<file path="config.mk">
export PLATFORM = sky130hd
export DESIGN_NAME = cmp_channel
export DESIGN_NICKNAME = d
export VERILOG_FILES = /design/src/rtl/cmp_channel_pkg.sv /design/src/rtl/cmp_value_store.sv /design/src/rtl/cmp_match_gate.sv /design/src/rtl/cmp_flag_ctl.sv /design/src/rtl/cmp_channel.sv
export SDC_FILE = /design/constraint.sdc
export NUM_CORES = 1
export LEC_CHECK = 0
export ABC_AREA = 1
export BUFFER_PORTS_ARGS = -buffer_cell sky130_fd_sc_hd__buf_4
export CAP_MARGIN = 20
export CORE_UTILIZATION = 34
export DETAILED_ROUTE_END_ITERATION = 7
export PLACE_DENSITY = 0.58
export SYNTH_ARGS = -nofsm -noshare
export SYNTH_HDL_FRONTEND = slang
export SYNTH_SLANG_ARGS = --single-unit
</file>
<file path="constraint.sdc">
create_clock -name clk -period 1.6 [get_ports clk]
set_clock_uncertainty 0.1 [all_clocks]
set_input_delay 0.48 -clock clk [delete_from_list [all_inputs] [get_ports clk]]
set_output_delay 0.48 -clock clk [all_outputs]
set_load 0.03 [all_outputs]
</file>
<file path="src/rtl/cmp_channel_pkg.sv">
// Shared types for the timer compare channel.
// Assumes the 2-bit mode encoding listed in the brief.
package cmp_channel_pkg;

    typedef enum logic [1:0] {
        WAVE_NORMAL = 2'd0,
        WAVE_CTC    = 2'd1,
        WAVE_FAST   = 2'd2,
        WAVE_PHASE  = 2'd3
    } wave_mode_e;

    // True for the modes whose compare writes are buffered
    function automatic logic mode_is_pwm(input wave_mode_e m);
        return (m == WAVE_FAST) || (m == WAVE_PHASE);
    endfunction

endpackage

</file>
<file path="src/rtl/cmp_value_store.sv">
// Active and buffered compare registers.
// In PWM modes, writes fill the buffer. The active value is refreshed
// on the tick at the selected sequence boundary. Otherwise writes
// update both registers at once.
// Assumes the boundary strobes are valid in the tick cycle of that count.
module cmp_value_store
    import cmp_channel_pkg::*;
#(
    parameter int CNT_W          = 8,
    parameter bit LOAD_AT_BOTTOM = 1'b0
) (
    input  logic             clk,
    input  logic             rst_n,
    input  wave_mode_e       mode,
    input  logic             wr_cmp,
    input  logic [CNT_W-1:0] wr_data,
    input  logic             tick,
    input  logic             at_top,
    input  logic             at_bottom,
    output logic [CNT_W-1:0] cmp_active,
    output logic [CNT_W-1:0] cmp_buffer
);

    logic edge_strobe;
    logic pwm_on;
    logic load_now;

    // Pick which sequence boundary releases the buffer
    generate
        if (LOAD_AT_BOTTOM) begin : g_bottom
            assign edge_strobe = at_bottom;
        end else begin : g_top
            assign edge_strobe = at_top;
        end
    endgenerate

    assign pwm_on   = mode_is_pwm(mode);
    assign load_now = pwm_on && tick && edge_strobe;

    // Buffer register: follows every CPU write
    always_ff @(posedge clk) begin
        if (!rst_n) begin
            cmp_buffer <= '0;
        end else if (wr_cmp) begin
            cmp_buffer <= wr_data;
        end
    end

    // Active register: direct write or boundary transfer
    always_ff @(posedge clk) begin
        if (!rst_n) begin
            cmp_active <= '0;
        end else if (wr_cmp && !pwm_on) begin
            cmp_active <= wr_data;
        end else if (load_now) begin
            cmp_active <= cmp_buffer;
        end
    end


    direct_write_chk: assert property (@(posedge clk) disable iff (!rst_n)
        (wr_cmp && !pwm_on) |=> (cmp_active == $past(wr_data)));


    buffered_hold_chk: assert property (@(posedge clk) disable iff (!rst_n)
        (pwm_on && !(tick && edge_strobe)) |=> $stable(cmp_active));

endmodule

</file>
<file path="src/rtl/cmp_match_gate.sv">
// Equality comparator with counter-write blocking.
// A counter write arms a block. The block removes the match on the next
// tick, then clears itself. Assumes count is stable through each tick cycle.
module cmp_match_gate #(
    parameter int CNT_W = 8
) (
    input  logic             clk,
    input  logic             rst_n,
    input  logic [CNT_W-1:0] count,
    input  logic [CNT_W-1:0] cmp_active,
    input  logic             tick,
    input  logic             wr_cnt,
    output logic             match
);

    logic block_q;
    logic equal;

    assign equal = (count == cmp_active);
    assign match = tick && equal && !block_q;

    // Block flag: armed by a counter write, spent by the next tick
    always_ff @(posedge clk) begin
        if (!rst_n) begin
            block_q <= 1'b0;
        end else if (wr_cnt) begin
            block_q <= 1'b1;
        end else if (tick) begin
            block_q <= 1'b0;
        end
    end


    block_after_write_chk: assert property (@(posedge clk) disable iff (!rst_n)
        $past(wr_cnt) |-> !match);


    match_needs_tick_chk: assert property (@(posedge clk) disable iff (!rst_n)
        match |-> (tick && (count == cmp_active)));

endmodule

</file>
<file path="src/rtl/cmp_flag_ctl.sv">
// Sticky compare flag, mask bit and interrupt request.
// A match sets the flag and wins over a clear in the same cycle.
// Assumes the clear and acknowledge inputs are single-cycle strobes.
module cmp_flag_ctl (
    input  logic clk,
    input  logic rst_n,
    input  logic match,
    input  logic flag_clr,
    input  logic int_ack,
    input  logic wr_mask,
    input  logic mask_data,
    output logic flag,
    output logic mask,
    output logic irq
);

    // Flag register: set by match, cleared by CPU or service
    always_ff @(posedge clk) begin
        if (!rst_n) begin
            flag <= 1'b0;
        end else if (match) begin
            flag <= 1'b1;
        end else if (flag_clr || int_ack) begin
            flag <= 1'b0;
        end
    end

    // Mask register: written by the CPU
    always_ff @(posedge clk) begin
        if (!rst_n) begin
            mask <= 1'b0;
        end else if (wr_mask) begin
            mask <= mask_data;
        end
    end

    assign irq = flag && mask;


    flag_set_chk: assert property (@(posedge clk) disable iff (!rst_n)
        match |=> flag);


    flag_rise_cause_chk: assert property (@(posedge clk) disable iff (!rst_n)
        $rose(flag) |-> $past(match));


    flag_clear_chk: assert property (@(posedge clk) disable iff (!rst_n)
        ((flag_clr || int_ack) && !match) |=> !flag);

endmodule

</file>
<file path="src/rtl/cmp_channel.sv">
// One compare channel of an 8-bit timer: compare registers, gated
// comparator, and flag/interrupt logic.
// Assumes the timer core drives count, tick and the boundary strobes
// from one clock domain.
module cmp_channel
    import cmp_channel_pkg::*;
#(
    parameter int CNT_W          = 8,
    parameter bit LOAD_AT_BOTTOM = 1'b0
) (
    input  logic             clk,
    input  logic             rst_n,
    input  logic [CNT_W-1:0] count,
    input  logic             tick,
    input  logic             at_top,
    input  logic             at_bottom,
    input  logic [1:0]       mode,
    input  logic             wr_cmp,
    input  logic [CNT_W-1:0] wr_data,
    input  logic             wr_cnt,
    input  logic             flag_clr,
    input  logic             int_ack,
    input  logic             wr_mask,
    input  logic             mask_data,
    output logic [CNT_W-1:0] cmp_active,
    output logic [CNT_W-1:0] cmp_buffer,
    output logic             match,
    output logic             flag,
    output logic             irq
);

    wave_mode_e mode_e;
    logic       mask_q;

    assign mode_e = wave_mode_e'(mode);

    cmp_value_store #(
        .CNT_W          (CNT_W),
        .LOAD_AT_BOTTOM (LOAD_AT_BOTTOM)
    ) u_store (
        .clk        (clk),
        .rst_n      (rst_n),
        .mode       (mode_e),
        .wr_cmp     (wr_cmp),
        .wr_data    (wr_data),
        .tick       (tick),
        .at_top     (at_top),
        .at_bottom  (at_bottom),
        .cmp_active (cmp_active),
        .cmp_buffer (cmp_buffer)
    );

    cmp_match_gate #(
        .CNT_W (CNT_W)
    ) u_gate (
        .clk        (clk),
        .rst_n      (rst_n),
        .count      (count),
        .cmp_active (cmp_active),
        .tick       (tick),
        .wr_cnt     (wr_cnt),
        .match      (match)
    );

    cmp_flag_ctl u_flag (
        .clk       (clk),
        .rst_n     (rst_n),
        .match     (match),
        .flag_clr  (flag_clr),
        .int_ack   (int_ack),
        .wr_mask   (wr_mask),
        .mask_data (mask_data),
        .flag      (flag),
        .mask      (mask_q),
        .irq       (irq)
    );


    irq_gate_chk: assert property (@(posedge clk) disable iff (!rst_n)
        irq |-> (flag && mask_q));


    reset_clear_chk: assert property (@(posedge clk)
        !rst_n |=> (!flag && !irq && cmp_active == '0 && cmp_buffer == '0));

endmodule

</file>
# == Yosys cells after proc, flatten, opt, wreduce, memory -nomap -nowiden ==
# Cells that the tools add are included.
# word_totals
ff_bits,19
mem_bits_ro,0
input_bits,29
n_memories,0
output_inout_bits,19
elab_cells,27
latchBits,0
ramBits,0
# op_classes
reduce_logical,13
bitwise,0
shift,0
n_lt_le_gt_ge,0
n_mul,0
addsub,0
n_eq_ne,3
n_div,0
muxes,6
# ops
op,count
2-to-1 mux 8 bit,2
equality test 8 bit,1
logical AND 1 bit,6
nonzero test 2 bit,3
equality test 2 bit (second input constant),2
2-to-1 mux 1 bit,4
zero test 1 bit,2
logical OR 1 bit,2

# == Logic depth before layout (Yosys ltp) ==
# Gate-level depths: netlist of run 1.
# logic_depth
word_depth,6
depth_mapped,8
ltp_nobuf,8

# == Hierarchy ==
# From an unflattened synthesis of run 1, not the netlist that was laid out.
# unflattened
hier_cells,165
area_unflattened_um2,1052.3
# modules_own_cells
mod,n_inst,area_per_inst_um2,seq_area_each_um2,cells_per_inst
cmp_value_store,1,779.5,320.3,114
cmp_match_gate,1,182.7,20.0,38
cmp_flag_ctl,1,90.1,40.0,13

# == Worst setup path before layout of run 1 ==
# Ideal clock, no wire load.
# synth_path
kind,reg-to-output
from,reg u_store.cmp_active[0]
to,out match
slack_ps,-277
arrival_ps,1297
path_buffers,0
stages_incl_launch_ff,5
required_ps,1020
path_cell_list,dfxtp_1 -> or2_2 -> nand4_1 -> nand3b_1 -> nor2_1
# synth_between
elab_chain_cells,3
# synth_rtl
element,line_no,text
start: declaration,cmp_value_store.sv:20,"output logic [CNT_W-1:0] cmp_active,"
start signal: assignment,cmp_value_store.sv:54,cmp_active <= wr_data;
start signal: assignment,cmp_value_store.sv:56,cmp_active <= cmp_buffer;
equality test 8 bit,cmp_match_gate.sv:19,assign equal = (count == cmp_active);
logical AND 1 bit (2 in series),cmp_match_gate.sv:20,assign match = tick && equal && !block_q;
end: declaration,cmp_channel.sv:27,"output logic match,"
# Every way passes these cells.

# == Worst setup path after layout of run 1 ==
# layout_path
from,reg u_store.cmp_active[4]
to,out match
# The elaborated chain is that of the path after synthesis.

==> impl_metrics.toml, run 1 <==
[status]
outcome = "finished with violations"
violations = "negative setup slack"

[placed_design]
hpwl_um = 1937
dp.cells = 227
placed_cell_area_um2 = 1428
place.gp.congestion = 0.8693
port-buffer-count = 45

[cts]
cts-htree-levels = 1
cts_root_buf = "clkbuf_4"
cts_sinks = 19
cts_tree = "yes"
insertion_delay_ps = 290
clkTransAtPathRegs_ps = 110
clk_path_buf_depth = 2
holdBufCountCts = 0
cts-buffers-inserted = 3

[grt]
grt_pass1_vias = 941
grt_max_degree = 25
grt_util_all_layers_pct = 16.28
grt_antenna_before_repair = 0
grt_pass1_wl_um = 4077
overflow = 0

[floorplan]
die_y_um = 56.26
pin_count = 48
die_area_um2 = 3165
core_area_um2 = 2781
initial_core_util_pct = 35.99
std_cell_rows = 19
die-width_um = 56.26

[route]
drtIter0Drc = 39
routed.top_layer = "met4"
vias = 1105
routed_via_density = 4.702
routed_wl_um = 2554
m1WireLength_um = 1197
wl_met3_um = 134
wl_per_cell_um = 10.87
drc = 0
drt_pass1_iterations = 4
antenna_left = 0
wl_met2_um = 1189

[timing]
setup_ws_ps = -286.6
drv_slew = 0
fin_setup_tns_ps = -286.6
worst_pin_slew_ps = 198.8
fin_crit_ps = 1887
slew_headroom_pct = 86.65
setup_viol = 1
fmax_mhz = 530.0
fin_crit_sh_pct = 117.9
rsz0062_at_grt = "true"
hold_viol_final = 0

[setup_path]
start_kind = "flip-flop"
startpoint = "u_store.cmp_active[4]"
rrSetupSlack_ps = 430
crit_path_end_kind = "primary output"
r2r_end = "u_flag.flag"
crit_fanout = 4
cp-endpoint = "match"
r2r_start = "u_store.cmp_active[5]"
critPathArrivalTime_ps = 1310
cp_data_required_time_ps = 1020
reg2reg_depth = 9
critical_path_class = "flip-flop to primary output"

[finish]
final_nets = 234
finalNonFillerCells = 235
area_growth_syn_to_layout_pct = 51.00
design_area_um2 = 1511
antennaDiodeCount = 0
final_core_util_pct = 54.34
drive_above_1_share_pct = 42.16

[synth]
synthCells = 146
yosysSeqAreaShare_pct = 38.00
ys_ff_latch = 19
syn_area_um2 = 1001
ys_warn_count = 0
syn-mean-instance-area_um2 = 6.856
synth_cell_type_count = 20
syn_nets = 175

[flow_run]
cap_violations = 0

[power]
power_leakage_nw = 0.7747
p_per_area_nw_per_um2 = 747.4
peakVddDrop_mv = 0.4281

[hold_path]
hold_class = "primary input to flip-flop"
-- logic make-up (layout without fill, tap and decap cells) --
group           count (synthesis)  after routing  synth area share [%]
flops                          19             19                 38.00
xor+xnor                        1              1                0.8752
compound gates                 36             36                 19.75
buf+inv                        32             90                 14.50
simple gates                   58             58                 26.88
-- cells in the final DEF (no fill, tap or decap) --
| cell | synthesis | layout |
|---|---|---|
| nand3_1 | 10 | 10 |
| a21oi_1 | 11 | 11 |
| nand4_1 | 3 | 3 |
| buf_4 | 0 | 58 |
| nand2_2 | 0 | 4 |
| or3b_2 | 1 | 1 |
| nor2_2 | 0 | 1 |
| buf_6 | 1 | 1 |
| and3_4 | 0 | 1 |
| o21ai_2 | 2 | 2 |
| nand2_4 | 2 | 2 |
| nor2_4 | 0 | 1 |
| or2_4 | 0 | 2 |
| dfxtp_2 | 0 | 7 |
| xnor2_1 | 1 | 1 |
| a31oi_1 | 8 | 8 |
| clkbuf_4 | 0 | 3 |
| clkinv_2 | 0 | 1 |
| o21ai_0 | 15 | 15 |
| nand2_1 | 30 | 26 |
| dfxtp_1 | 19 | 12 |
| inv_1 | 26 | 25 |
| nand3b_1 | 1 | 1 |
| inv_4 | 1 | 1 |
| inv_2 | 0 | 1 |
| nor2_1 | 8 | 6 |
-- worst max-delay path, cell delays in order, from the launching register on --
cell	delay [ps]
dfxtp_2	360
inv_1	50
nand2_2	60
and3_4	180
nand3b_1	120
nor2_4	110
buf_6	130
-- layer usage --
layer	GRT usage [%]	up-vias
li1	-	588
met1	21.65	481
met2	26.36	32
met3	3.456	4
met4	5.226	0
met5	0	-
-- cell type report --
type,instances,area [um^2]
sequential,19,389.1
timing repair buffer,59,446.7
inverter,27,103.9
clock inverter,1,5.005
fill,277,1270
tap,31,38.79
clock buffer,3,22.52
multi-input combinational,95,505.5
-- how the worst min path moves through the flow --
stage,startpoint,end,slack [ps],cells after the start
2_1_floorplan,u_gate.block_q,u_gate.block_q,380,2
3_3_place_gp,u_store.cmp_buffer[4],u_store.cmp_active[4],380,2
3_5_place_dp,u_store.cmp_buffer[2],u_store.cmp_active[2],380,2
4_1_cts,wr_mask,u_flag.mask,250,2
5_1_grt,wr_mask,u_flag.mask,230,2
6_report,wr_mask,u_flag.mask,260,2
-- sequential cells by signal (all words and copies together), names as in the netlist --
register	count
u_gate.block_q	1
u_store.cmp_active	8
u_store.cmp_buffer	8
u_flag.flag	1
u_flag.mask	1
-- Yosys cell counts --
cell	count	share of area (%)
nand2_4	2	2.2
or3b_2	1	0.88
o21ai_2	2	1.8
nand3_1	10	5.0
inv_4	1	0.63
a31oi_1	8	5.0
or2_2	2	1.2
a21oi_1	11	5.5
xnor2_1	1	0.88
inv_1	26	9.7
buf_6	1	1.1
buf_2	3	1.5
nand4_1	3	1.9
o21ai_0	15	7.5
buf_8	1	1.5
dfxtp_1	19	38
and3_1	1	0.63
nor2_1	8	3.0
nand3b_1	1	0.75
nand2_1	30	11
-- through the flow --
stage,hold WS [ps],setup slack (ps),total power [W]
after floorplan,378.4,-42.30,0.0007311
after global placement,375.7,-279.8,0.0008731
after detailed placement,382.8,-314.7,0.0008784
after CTS,248.2,-322.2,0.001129
after global routing,233.5,-393.8,0.001207
final,256.9,-286.6,0.001130
-- report_power, final --
group	switching (W)	leakage [nW]	internal [W]
registers	0.0000275	0.160	0.000510
clock network	0.000146	0.0177	0.0000930
logic	0.000187	0.597	0.000166
-- repair_timing --
action                                  CTS  global route
pin swaps                                 4             4
endpoints found under the setup margin    1             1
gates resized for setup                   7             3
buffers inserted                          2             2
Power figures use the tool's default switching activity.
==> run 2: changes to the inputs <==
--- a/config.mk
+++ b/config.mk
@@ -10,6 +10,7 @@
 export CAP_MARGIN = 20
 export CORE_UTILIZATION = 34
 export DETAILED_ROUTE_END_ITERATION = 7
+export MAX_ROUTING_LAYER = met4
 export PLACE_DENSITY = 0.58
 export SYNTH_ARGS = -nofsm -noshare
 export SYNTH_HDL_FRONTEND = slang
==> impl_metrics.toml, run 2 (synthesis gave the netlist of run 1 again) <==
[setup_path]
cp_slowest_cell = "dfxtp_2"
cp_top_family = "simple AND/OR/NAND/NOR gates"
crit_path_end_kind = "primary output"
critPathArrivalTime_ps = 1310
critPathMaxStageDelay_ps = 370
cp_data_required_time_ps = 1020
worstPathCellList = "inv_1, nand2_2, and3_4, nand3b_1, nor2_4, buf_6"
crit_fanout = 4
cp_num_buf_inv = 2
critical_path_class = "flip-flop to primary output"
start_kind = "flip-flop"

[grt]
grt_antenna_before_repair = 0
grt_max_degree = 25
overflow = 0
grt_pass1_vias = 940
grt_pass1_wl_um = 4084
grt_util_all_layers_pct = 16.73

[timing]
hold_ws_ps = 256.3
fin_crit_ps = 1893
worst_pin_slew_ps = 207.7
setup_ws_ps = -292.8
rsz0062_at_grt = "true"
fmax_mhz = 528.3
slew_headroom_pct = 86.16
fin_crit_sh_pct = 118.3
hold_viol_final = 0
drv_slew = 0
setup_viol = 1

[finish]
final_common_cell = "buf_4"
antennaDiodeCount = 0
final_nets = 234
most-common-layout-cells = "buf_4, nand2_1, inv_1"
area_growth_syn_to_layout_pct = 51.00
drive_above_1_share_pct = 42.16
final_core_util_pct = 54.34
reg.largest.list = "u_store.cmp_active x8, u_store.cmp_buffer x8"

[floorplan]
std_cell_rows = 19
core_area_um2 = 2781
pin_count = 48
initial_core_util_pct = 35.99
die_area_um2 = 3165
die_y_um = 56.26
die-width_um = 56.26

[route]
antenna_left = 0
routed_wl_um = 2562
drtIter0Drc = 37
vias = 1086
wl_per_cell_um = 10.90
drt_pass1_iterations = 4
routed_via_density = 4.621
drc = 0

[cts]
cts-htree-levels = 1
clk_path_buf_depth = 2
cts_tree = "yes"
clkTransAtPathRegs_ps = 110
cts_sinks = 19
insertion_delay_ps = 290
cts_root_buf = "clkbuf_4"
cts-buffers-inserted = 3

[status]
violations = "negative setup slack"
outcome = "finished with violations"

[placed_design]
hpwl_um = 1937
place.gp.congestion = 0.8834
port-buffer-count = 45

[power]
p_per_area_nw_per_um2 = 749.6
power_leakage_nw = 0.7747
peakVddDrop_mv = 0.4316

[flow_run]
cap_violations = 0

[hold_path]
hold_class = "primary input to flip-flop"
==> run 2: cell counts in the layout (fill, tap and decap cells not counted) <==
Identical to the previous run, type by type.
==> run 2: path summary, 6_finish.rpt <==
| check | from | to | slack (ps) | cells past startpoint |
|---|---|---|---|---|
| hold / removal | wr_mask | u_flag.mask | 260 | 2 |
| setup / recovery | u_store.cmp_active[4] | match | -290 | 6 |
| setup reg to reg | u_store.cmp_active[5] | u_flag.flag | 430 | 9 |
| hold reg to reg | u_store.cmp_buffer[2] | u_store.cmp_active[2] | 400 | 2 |
==> run 2: worst register-to-register path, delay by kind of cell, from the launching register on <==
family	cells	cell delay [ps]
and+or+nand+nor	6	390
AOI/OAI and AO/OA	1	120
DFF	1	360
buffers and inverters	2	150
==> run 2: final cells by class <==
class	count	area, um^2
Clock buffer	3	22.52
Clock inverter	1	5.005
Fill cell	277	1270
Inverter	27	103.9
Multi-Input combinational cell	95	505.5
Sequential cell	19	389.1
Tap cell	31	38.79
Timing Repair Buffer	59	446.7
==> run 2: report_power, final <==
part	total, W	leakage [nW]	switching [W]	internal (W)
combinational	0.000353	0.597	0.000186	0.000166
sequential	0.000538	0.160	0.0000277	0.000510
clock	0.000242	0.0177	0.000149	0.0000930
==> run 2: per-layer routing <==
metal	vias up	global-route usage, %	part of all wire [%]
met3	4	3.226	4.9
met4	0	5.226	1.1
li1	589	-	-
met2	32	26.36	47
met5	-	-	0
met1	461	21.79	47
==> run 2: stage by stage <==
step	setup TNS, ps	std cells	setup WS (ps)	power (W)	cell area, um^2
after CTS	-322.2	233	-322.2	0.001129	1486
after detailed placement	-314.7	227	-314.7	0.0008784	1428
after floorplan	-42.30	146	-42.30	0.0007311	1017
after global placement	-279.8	227	-279.8	0.0008731	1428
after global routing	-393.8	235	-393.8	0.001207	1511
final	-292.8	235	-292.8	0.001133	1511
==> run 2: what timing repair did <==
item	CTS	global route
pin swaps	4	4
hold buffers	0	0
setup buffers	2	2
gates resized for setup	7	3
endpoints found under the hold margin	0	0
setup endpoints to repair	1	1
==> run 3: changes to the inputs <==
--- a/config.mk
+++ b/config.mk
@@ -11,7 +11,8 @@
 export CORE_UTILIZATION = 34
 export DETAILED_ROUTE_END_ITERATION = 7
 export MAX_ROUTING_LAYER = met4
-export PLACE_DENSITY = 0.58
+export PLACE_DENSITY = 0.57
 export SYNTH_ARGS = -nofsm -noshare
 export SYNTH_HDL_FRONTEND = slang
+export SYNTH_HIERARCHICAL = 1
 export SYNTH_SLANG_ARGS = --single-unit
==> impl_metrics.toml, run 3 <==
[grt]
grt_pass1_wl_um = 4388
grt_pass1_vias = 1023
overflow = 0
grt_antenna_before_repair = 0
grt_util_all_layers_pct = 17.26
grt_max_degree = 20

[cts]
cts-buffers-inserted = 3
cts_root_buf = "clkbuf_4"
holdBufCountCts = 0
cts-htree-levels = 1
clkTransAtPathRegs_ps = 110
insertion_delay_ps = 290
cts_tree = "yes"
cts_sinks = 19
clk_path_buf_depth = 2

[timing]
slew_headroom_pct = 84.61
worst_pin_slew_ps = 230.5
setup_ws_ps = -288.1
hold_viol_final = 0
drv_slew = 0
rsz0062_at_grt = "true"
fin_setup_tns_ps = -288.1
setup_viol = 1
fmax_mhz = 529.6
fin_crit_ps = 1888
fin_crit_sh_pct = 118.0

[placed_design]
placed_cell_area_um2 = 1420
port-buffer-count = 45
place.gp.congestion = 0.7388
hpwl_um = 1938

[setup_path]
crit_fanout = 4
critPathMaxStageDelay_ps = 380
critical_path_class = "flip-flop to primary output"
critPathArrivalTime_ps = 1310
start_kind = "flip-flop"
cp_top_family = "simple AND/OR/NAND/NOR gates"
cp_data_required_time_ps = 1020
cp_slowest_cell = "dfxtp_4"
cp_num_buf_inv = 2
crit_top_cell = "nand2_1"
worstPathCellList = "inv_2, nand2_1, nand2_1, nor2_2, nand3_2, nor2_4, buf_6"
crit_path_end_kind = "primary output"

[synth]
yosysTopAreaCell = "dfxtp_1"
synthCells = 165
yosysSeqAreaShare_pct = 36.15
synth_flop_cell = "dfxtp_1"
syn_area_um2 = 1052
yosys.area.top_type_share_pct = 36.15
synth-edff-count = 0
synth_cell_type_count = 19
syn-mean-instance-area_um2 = 6.377
synthTopCellsByCount = "nor2_1, nand2_1, inv_1"
synth_area_leaders = "dfxtp_1, nor2_1, nand2_1"
syn_nets = 194
ys_ff_latch = 19
synthArstFlopShare_pct = 0
ys_warn_count = 6
synth_most_common_cell = "nor2_1"

[floorplan]
std_cell_rows = 19
initial_core_util_pct = 36.89
die_area_um2 = 3321
die_y_um = 57.63
core_area_um2 = 2853
pin_count = 48
die-width_um = 57.63

[power]
seqPwrFrac_pct = 48.1
finalPower_w = 0.001117
p_per_area_nw_per_um2 = 759.4
p_int_w = 0.0007539
clock_power_share_pct = 21.8
switchingPower_w = 0.0003635
peakVddDrop_mv = 0.4274
p_sw_share_pct = 32.53
power_leakage_nw = 0.7912
p_comb_share_pct = 30.1

[route]
drt_pass1_iterations = 6
drc = 2
vias = 1082
drtIter0Drc = 31
antenna_left = 0
wl_per_cell_um = 10.30
routed_wl_um = 2524
routed_via_density = 4.416

[finish]
reg.largest.list = "u_store/cmp_active x8, u_store/cmp_buffer x8"
final_common_cell = "buf_4"
antennaDiodeCount = 0
most-common-layout-cells = "buf_4, nand2_1, nor2_1"
design_area_um2 = 1471
area_growth_syn_to_layout_pct = 39.83
drive_above_1_share_pct = 34.58
final_nets = 244

[status]
outcome = "finished with violations"
violations = "design-rule violations, negative setup slack"

[hold_path]
hold_class = "primary input to flip-flop"

[flow_run]
cap_violations = 0
[run 3: final timing paths]
check	slack (ps)	cells past startpoint	endpoint	startpoint
worst min register to register	420	2	u_gate/block_q	u_gate/block_q
worst max register to register	390	8	u_flag/flag	u_store/cmp_active[7]
worst min-delay path	260	2	u_flag/mask	wr_mask
worst max-delay path	-290	7	match	u_store/cmp_active[7]
[run 3: cell families (layout without fill, tap and decap cells)]
family | count (synthesis) | count (layout) | share of synthesized area [%]
AO/OA/AOI/OAI | 12 | 12 | 6.064
AND/OR/NAND/NOR | 100 | 100 | 41.02
flip-flops | 19 | 19 | 36.15
buffers and inverters | 31 | 80 | 14.27
XOR/XNOR | 3 | 3 | 2.497
[run 3: repair_timing]
item,in CTS,in global routing
resized for setup,1,6
pin swaps,1,5
setup endpoints to repair,1,1
buffers inserted,1,0
[run 3: power by group through the flow]
stage | Combinational (W) | Clock (W) | Sequential [W]
floorplan | 0.000145 | 0 | 0.000606
global placement | 0.000326 | 0 | 0.000547
detailed placement | 0.000332 | 0 | 0.000549
CTS | 0.000336 | 0.000263 | 0.000538
global route | 0.000375 | 0.000283 | 0.000544
finish | 0.000336 | 0.000244 | 0.000537
[run 3: worst reg2reg max path, stage by stage (launching register included)]
cell and delay [ps]:
dfxtp_4 380, inv_2 30, nand2_1 60, nand2_1 60, nor2_2 120, nand3_2 100, nor2_4 140, inv_1 60
a21oi_2 120
[run 3: routing by layer]
layer / global-route usage, % / share of wire, % / vias to the layer above
li1: - / - / 594
met1: 22.55 / 46 / 457
met2: 28.07 / 49 / 29
met3: 2.009 / 4.1 / 2
met4: 5.226 / 0.75 / 0
met5: - / 0 / -
[run 3: layout make-up]
| type | instances | area (um^2) |
|---|---|---|
| clock buffers | 4 | 26.28 |
| well taps | 31 | 38.79 |
| repair buffers | 49 | 371.6 |
| inverters | 27 | 103.9 |
| fillers | 300 | 1381 |
| flip-flops and latches | 19 | 391.6 |
| multi-input cells | 115 | 539.3 |
[run 3: metrics by stage]
stage	utilization [%]	setup slack, ps	cells	hold WS, ps
detailed placement	49.78	-207.3	240	401.4
finish	51.58	-288.1	245	263.0
CTS	51.10	-283.6	245	244.7
global placement	49.78	-219.0	240	386.5
floorplan	-	1.170	165	375.4
global route	51.58	-382.8	245	238.5
